File: src/rtl/shl_pkg.sv
package shl_pkg;

    parameter int unsigned WORD_W = 16;
    parameter int unsigned AMT_W  = $clog2(WORD_W);

    typedef enum logic {
        SEL_BINARY = 1'b0,
        SEL_DIRECT = 1'b1
    } sel_mode_e;

    typedef logic [WORD_W-1:0] word_t;
    typedef logic [AMT_W-1:0]  amt_t;

endpackage

File: src/rtl/shl_bin_decoder.sv
module shl_bin_decoder #(
    parameter int unsigned IN_W  = 4,
    localparam int unsigned OUT_W = 1 << IN_W
) (
    input  logic [IN_W-1:0]  code_i,
    output logic [OUT_W-1:0] hot_o
);
    // stage k holds a vector of 2**k live bits; the upper bits stay zero
    logic [OUT_W-1:0] stage [0:IN_W];

    assign stage[0] = OUT_W'(1);

    for (genvar k = 0; k < IN_W; k++) begin : g_stage
        localparam int unsigned HALF = 1 << k;
        for (genvar i = 0; i < OUT_W; i++) begin : g_bit
            if (i < HALF) begin : g_lo
                assign stage[k+1][i] = stage[k][i] & ~code_i[k];
            end else if (i < 2 * HALF) begin : g_hi
                assign stage[k+1][i] = stage[k][i-HALF] & code_i[k];
            end else begin : g_unused
                assign stage[k+1][i] = 1'b0;
            end
        end
    end

    assign hot_o = stage[IN_W];
endmodule

File: src/rtl/shl_copy_bank.sv
module shl_copy_bank #(
    parameter int unsigned W = 16
) (
    input  logic [W-1:0] word_i,
    output logic [W-1:0] copy_o [0:W-1]
);
    for (genvar k = 0; k < W; k++) begin : g_copy
        if (k == 0) begin : g_zero
            assign copy_o[k] = word_i;
        end else begin : g_shift
            assign copy_o[k] = {word_i[W-1-k:0], {k{1'b0}}};
        end
    end
endmodule

File: src/rtl/shl_prio_select.sv
module shl_prio_select #(
    parameter int unsigned W = 16,
    parameter int unsigned N = 16
) (
    input  logic [W-1:0] cand_i [0:N-1],
    input  logic [N-1:0] pick_i,
    output logic [W-1:0] out_o
);
    // later links override earlier ones, so the highest set pick wins
    logic [W-1:0] link [0:N];

    assign link[0] = '0;

    for (genvar i = 0; i < N; i++) begin : g_link
        assign link[i+1] = pick_i[i] ? cand_i[i] : link[i];
    end

    assign out_o = link[N];
endmodule

File: src/rtl/shl_decoded_left.sv
module shl_decoded_left
    import shl_pkg::*;
#(
    parameter int unsigned W = shl_pkg::WORD_W,
    localparam int unsigned A = $clog2(W)
) (
    input  logic [W-1:0] data_i,
    input  logic [A-1:0] amount_i,
    input  logic [W-1:0] onehot_i,
    input  logic         mode_i,
    output logic [W-1:0] result_o,
    output logic [W-1:0] decode_o
);
    sel_mode_e    mode;
    logic [W-1:0] pick;
    logic [W-1:0] copies [0:W-1];

    assign mode = sel_mode_e'(mode_i);

    shl_bin_decoder #(.IN_W(A)) u_dec (
        .code_i (amount_i),
        .hot_o  (decode_o)
    );

    always_comb begin
        unique case (mode)
            SEL_BINARY: pick = decode_o;
            SEL_DIRECT: pick = onehot_i;
            default:    pick = '0;
        endcase
    end

    shl_copy_bank #(.W(W)) u_bank (
        .word_i (data_i),
        .copy_o (copies)
    );

    shl_prio_select #(.W(W), .N(W)) u_sel (
        .cand_i (copies),
        .pick_i (pick),
        .out_o  (result_o)
    );
endmodule

File: config.mk
export PLATFORM = sky130hd
export DESIGN_NAME = shl_decoded_left
export DESIGN_NICKNAME = d
export VERILOG_FILES = /design/src/rtl/shl_pkg.sv /design/src/rtl/shl_bin_decoder.sv /design/src/rtl/shl_copy_bank.sv /design/src/rtl/shl_prio_select.sv /design/src/rtl/shl_decoded_left.sv
export SDC_FILE = /design/constraint.sdc
export NUM_CORES = 1
export LEC_CHECK = 0
export CAP_MARGIN = 0
export CORE_ASPECT_RATIO = 0.5
export CORE_MARGIN = 2
export CORE_UTILIZATION = 58
export DETAILED_ROUTE_END_ITERATION = 10
export GPL_ROUTABILITY_DRIVEN = 0
export PLACE_DENSITY_LB_ADDON = 0.12
export SETUP_SLACK_MARGIN = 0.02
export SLEW_MARGIN = 20
export SYNTH_ARGS = -nofsm -noshare
export SYNTH_HDL_FRONTEND = slang
export SYNTH_HIERARCHICAL = 1
export SYNTH_SLANG_ARGS = --single-unit
File: constraint.sdc
create_clock -name vclk -period 4.2
set_input_delay 1.05 -clock vclk [all_inputs]
set_output_delay 1.05 -clock vclk [all_outputs]
set_load 0.05 [all_outputs]
==> run_results.csv <==
group,metric,value,unit
timing,finalSetupViolCount,0,
final_layout,nets,663,
place,dp_cells,722,
global_routing,antenna_found_initial,0,
timing,fin_tns_setup,0,ns
die,die-height,66.8,um
routing,num_vias,4050,
synth,yosys_warnings,6,
final_layout,final-seq-area,0,um^2
routing,wl,12.3,mm
timing,maxSlewViolCount,0,
critical_path,path_buf_inv,5,
timing,period_needed,4.16,ns
final_layout,n_clock_buffer,0,
routing,drc,0,
die,io_pins,69,
critical_path,crit_fanout,5,
synth,avgSynthCellArea,7.37,um^2
critical_path,cp-start-kind,"input port",
die,core-area,7490,um^2
timing,timing.final.crit_share,99.1,%
die,die_width,130,um
critical_path,required,3.15,ns
power,p_seq_share,0,%
power,clkPwrFrac,0,%
place,dpl_worst_slack,-0.560,ns
global_routing,grt_pass1_vias,3588,
global_routing,grt_usage,26.6,%
routing,viasPerCell,5.53,
power,combinationalPowerShare,100.0,%
power,switchingPower,0.000491,W
min_path,holdPathStages,5,
power,max-vdd-ir-drop,0.0000878,V
synth,syn_inst,621,
status,outcome,"finished clean",
place,io_buffers,69,
timing,fmax,240,MHz
synth,ys_seq_area_share,0,%
timing,postLayoutSetupSlackWorst,0.0375,ns
min_path,hold_path_class,"in2out",
global_routing,grt_max_degree,33,
critical_path,cp.depth,12,
synth,synth_area,4580,um^2
power,p_int,0.000436,W
critical_path,path_cells,"buf_8 > buf_6 > buf_6 > nor4_4 > mux2_4 > buf_6 > nand2_1 > o211ai_1 > o221ai_4 > a311oi_2 > a211o_2 > buf_12",
global_routing,grt_pass1_wl,18.4,mm
synth,synth.distinct_cells,53,
routing,drt_iter0_markers,341,
critical_path,cp.arrival,3.11,ns
clock_tree,postCtsHoldBufs,0,
die,fp.dieArea,8660,um^2
final_layout,drive_gt1_share,42.5,%
final_layout,stdcell_count,732,
routing,drtAntennaViolNets,0,
power,switching_share,53.0,%
global_routing,overflow,0,
power,p_leak,2.35,nW
die,rows,22,
routing,wire_per_inst,16.8,um
power,powerDensity,167,nW/um^2
routing,firstDrtPassIters,7,
timing,hold_viol_final,0,
critical_path,path_delay_family,"compound AO/OA/AOI/OAI gates",
critical_path,max_stage_delay,0.29,ns
final_layout,seq_cell_count,0,
job,cap_viol_max_count,0,
final_layout,antenna_cells,0,
die,initial_utilization,61.1,%
critical_path,worstSetupEndpointType,"output port",
final_layout,multi_input_area,3400,um^2
final_layout,syn_to_final_growth,21.5,%
critical_path,critPathKind,"in2out",
timing,rsz0062_at_grt,"true",
critical_path,critPathMostFrequentCell,"buf_6",
final_layout,fill_cells,574,
place,hpwl,9.07,mm
critical_path,crit_slowest_cell,"a311oi_2",
## power groups by stage
stage | registers (W) | logic (W) | clock network, W
global placement | 0 | 0.000831 | 0
finish | 0 | 0.000927 | 0
floorplan | 0 | 0.000650 | 0
detailed placement | 0 | 0.000839 | 0
CTS | 0 | 0.000862 | 0
global route | 0 | 0.000975 | 0
## Yosys cell counts, types with 10 or more instances
| cell | count | area share (%) |
|---|---|---|
| nor2_1 | 32 | 2.6 |
| o21ai_1 | 23 | 2.5 |
| buf_4 | 264 | 43 |
| mux2_4 | 10 | 3.3 |
| a221oi_1 | 15 | 2.9 |
| nand2_1 | 21 | 1.7 |
| a21oi_1 | 13 | 1.4 |
| a222oi_1 | 15 | 3.3 |
| a22oi_1 | 22 | 3.6 |
| clkbuf_1 | 15 | 1.2 |
| buf_2 | 12 | 1.3 |
| o22ai_1 | 14 | 1.9 |
| o21ai_0 | 10 | 1.1 |
## cell usage in the layout, fill, tap and decap left out, types with 7 or more instances in the layout
cell,count
nand2b_1,8
o21ai_1,14
o21ai_2,13
nor2_1,27
a222oi_1,15
o311ai_2,7
a21oi_1,12
nor2b_1,9
clkdlybuf4s50_1,32
buf_4,87
o211ai_1,9
a22oi_1,21
buf_12,41
o221a_2,8
o221ai_1,8
a22o_1,8
o22ai_1,12
buf_6,11
a221oi_2,16
mux2_4,15
conb_1,120
nor3b_1,8
mux2i_1,7
nand2_1,15
## tightest hold or removal path, delay by kind of cell
kind	cells	cell delay [ns]
and+or+nand+nor	1	0.05
buffers and inverters	4	0.47
## kinds of logic after synthesis
family                 share of synthesized area (%)
and+or+nand+nor                                 16.1
AOI/OAI and AO/OA                               30.1
other                                         0.0819
buffers and inverters                           47.4
muxes                                           6.29
## per-layer routing
metal  vias to the layer above  GRT usage, %  part of all wire [%]
met5                         -             0                     0
met4                         0          1.34                   1.1
met3                        22          2.25                   8.3
met2                       186          45.0                    47
met1                      1898          38.4                    44
li1                       1944             -                     -
## cell type report
type,count,share of cell area [%]
multi-input cells,442,61.1
repair buffers,179,36.2
well taps,108,2.43
inverters,3,0.248
## worst paths after layout
check	start	endpoint
worst max-delay path	amount_i[1]	result_o[13]
worst min-delay path	amount_i[0]	decode_o[8]
## metrics by stage
step	instance area (um^2)	utilization, %	power (W)	hold slack (ns)
floorplan	5340	-	0.000650	2.30
global placement	5130	68.5	0.000831	3.08
detailed placement	5130	68.5	0.000839	3.10
CTS	5250	70.1	0.000862	2.68
global route	5560	74.3	0.000975	2.63
finish	5560	74.3	0.000927	2.62
## timing repair
| action | CTS | global route |
|---|---|---|
| gates resized for setup | 47 | 66 |
| buffers inserted | 1 | 7 |
| setup endpoints to repair | 16 | 16 |
| pin swaps | 18 | 37 |
| cloned | 1 | 1 |
(Power assumes the default switching activity.)
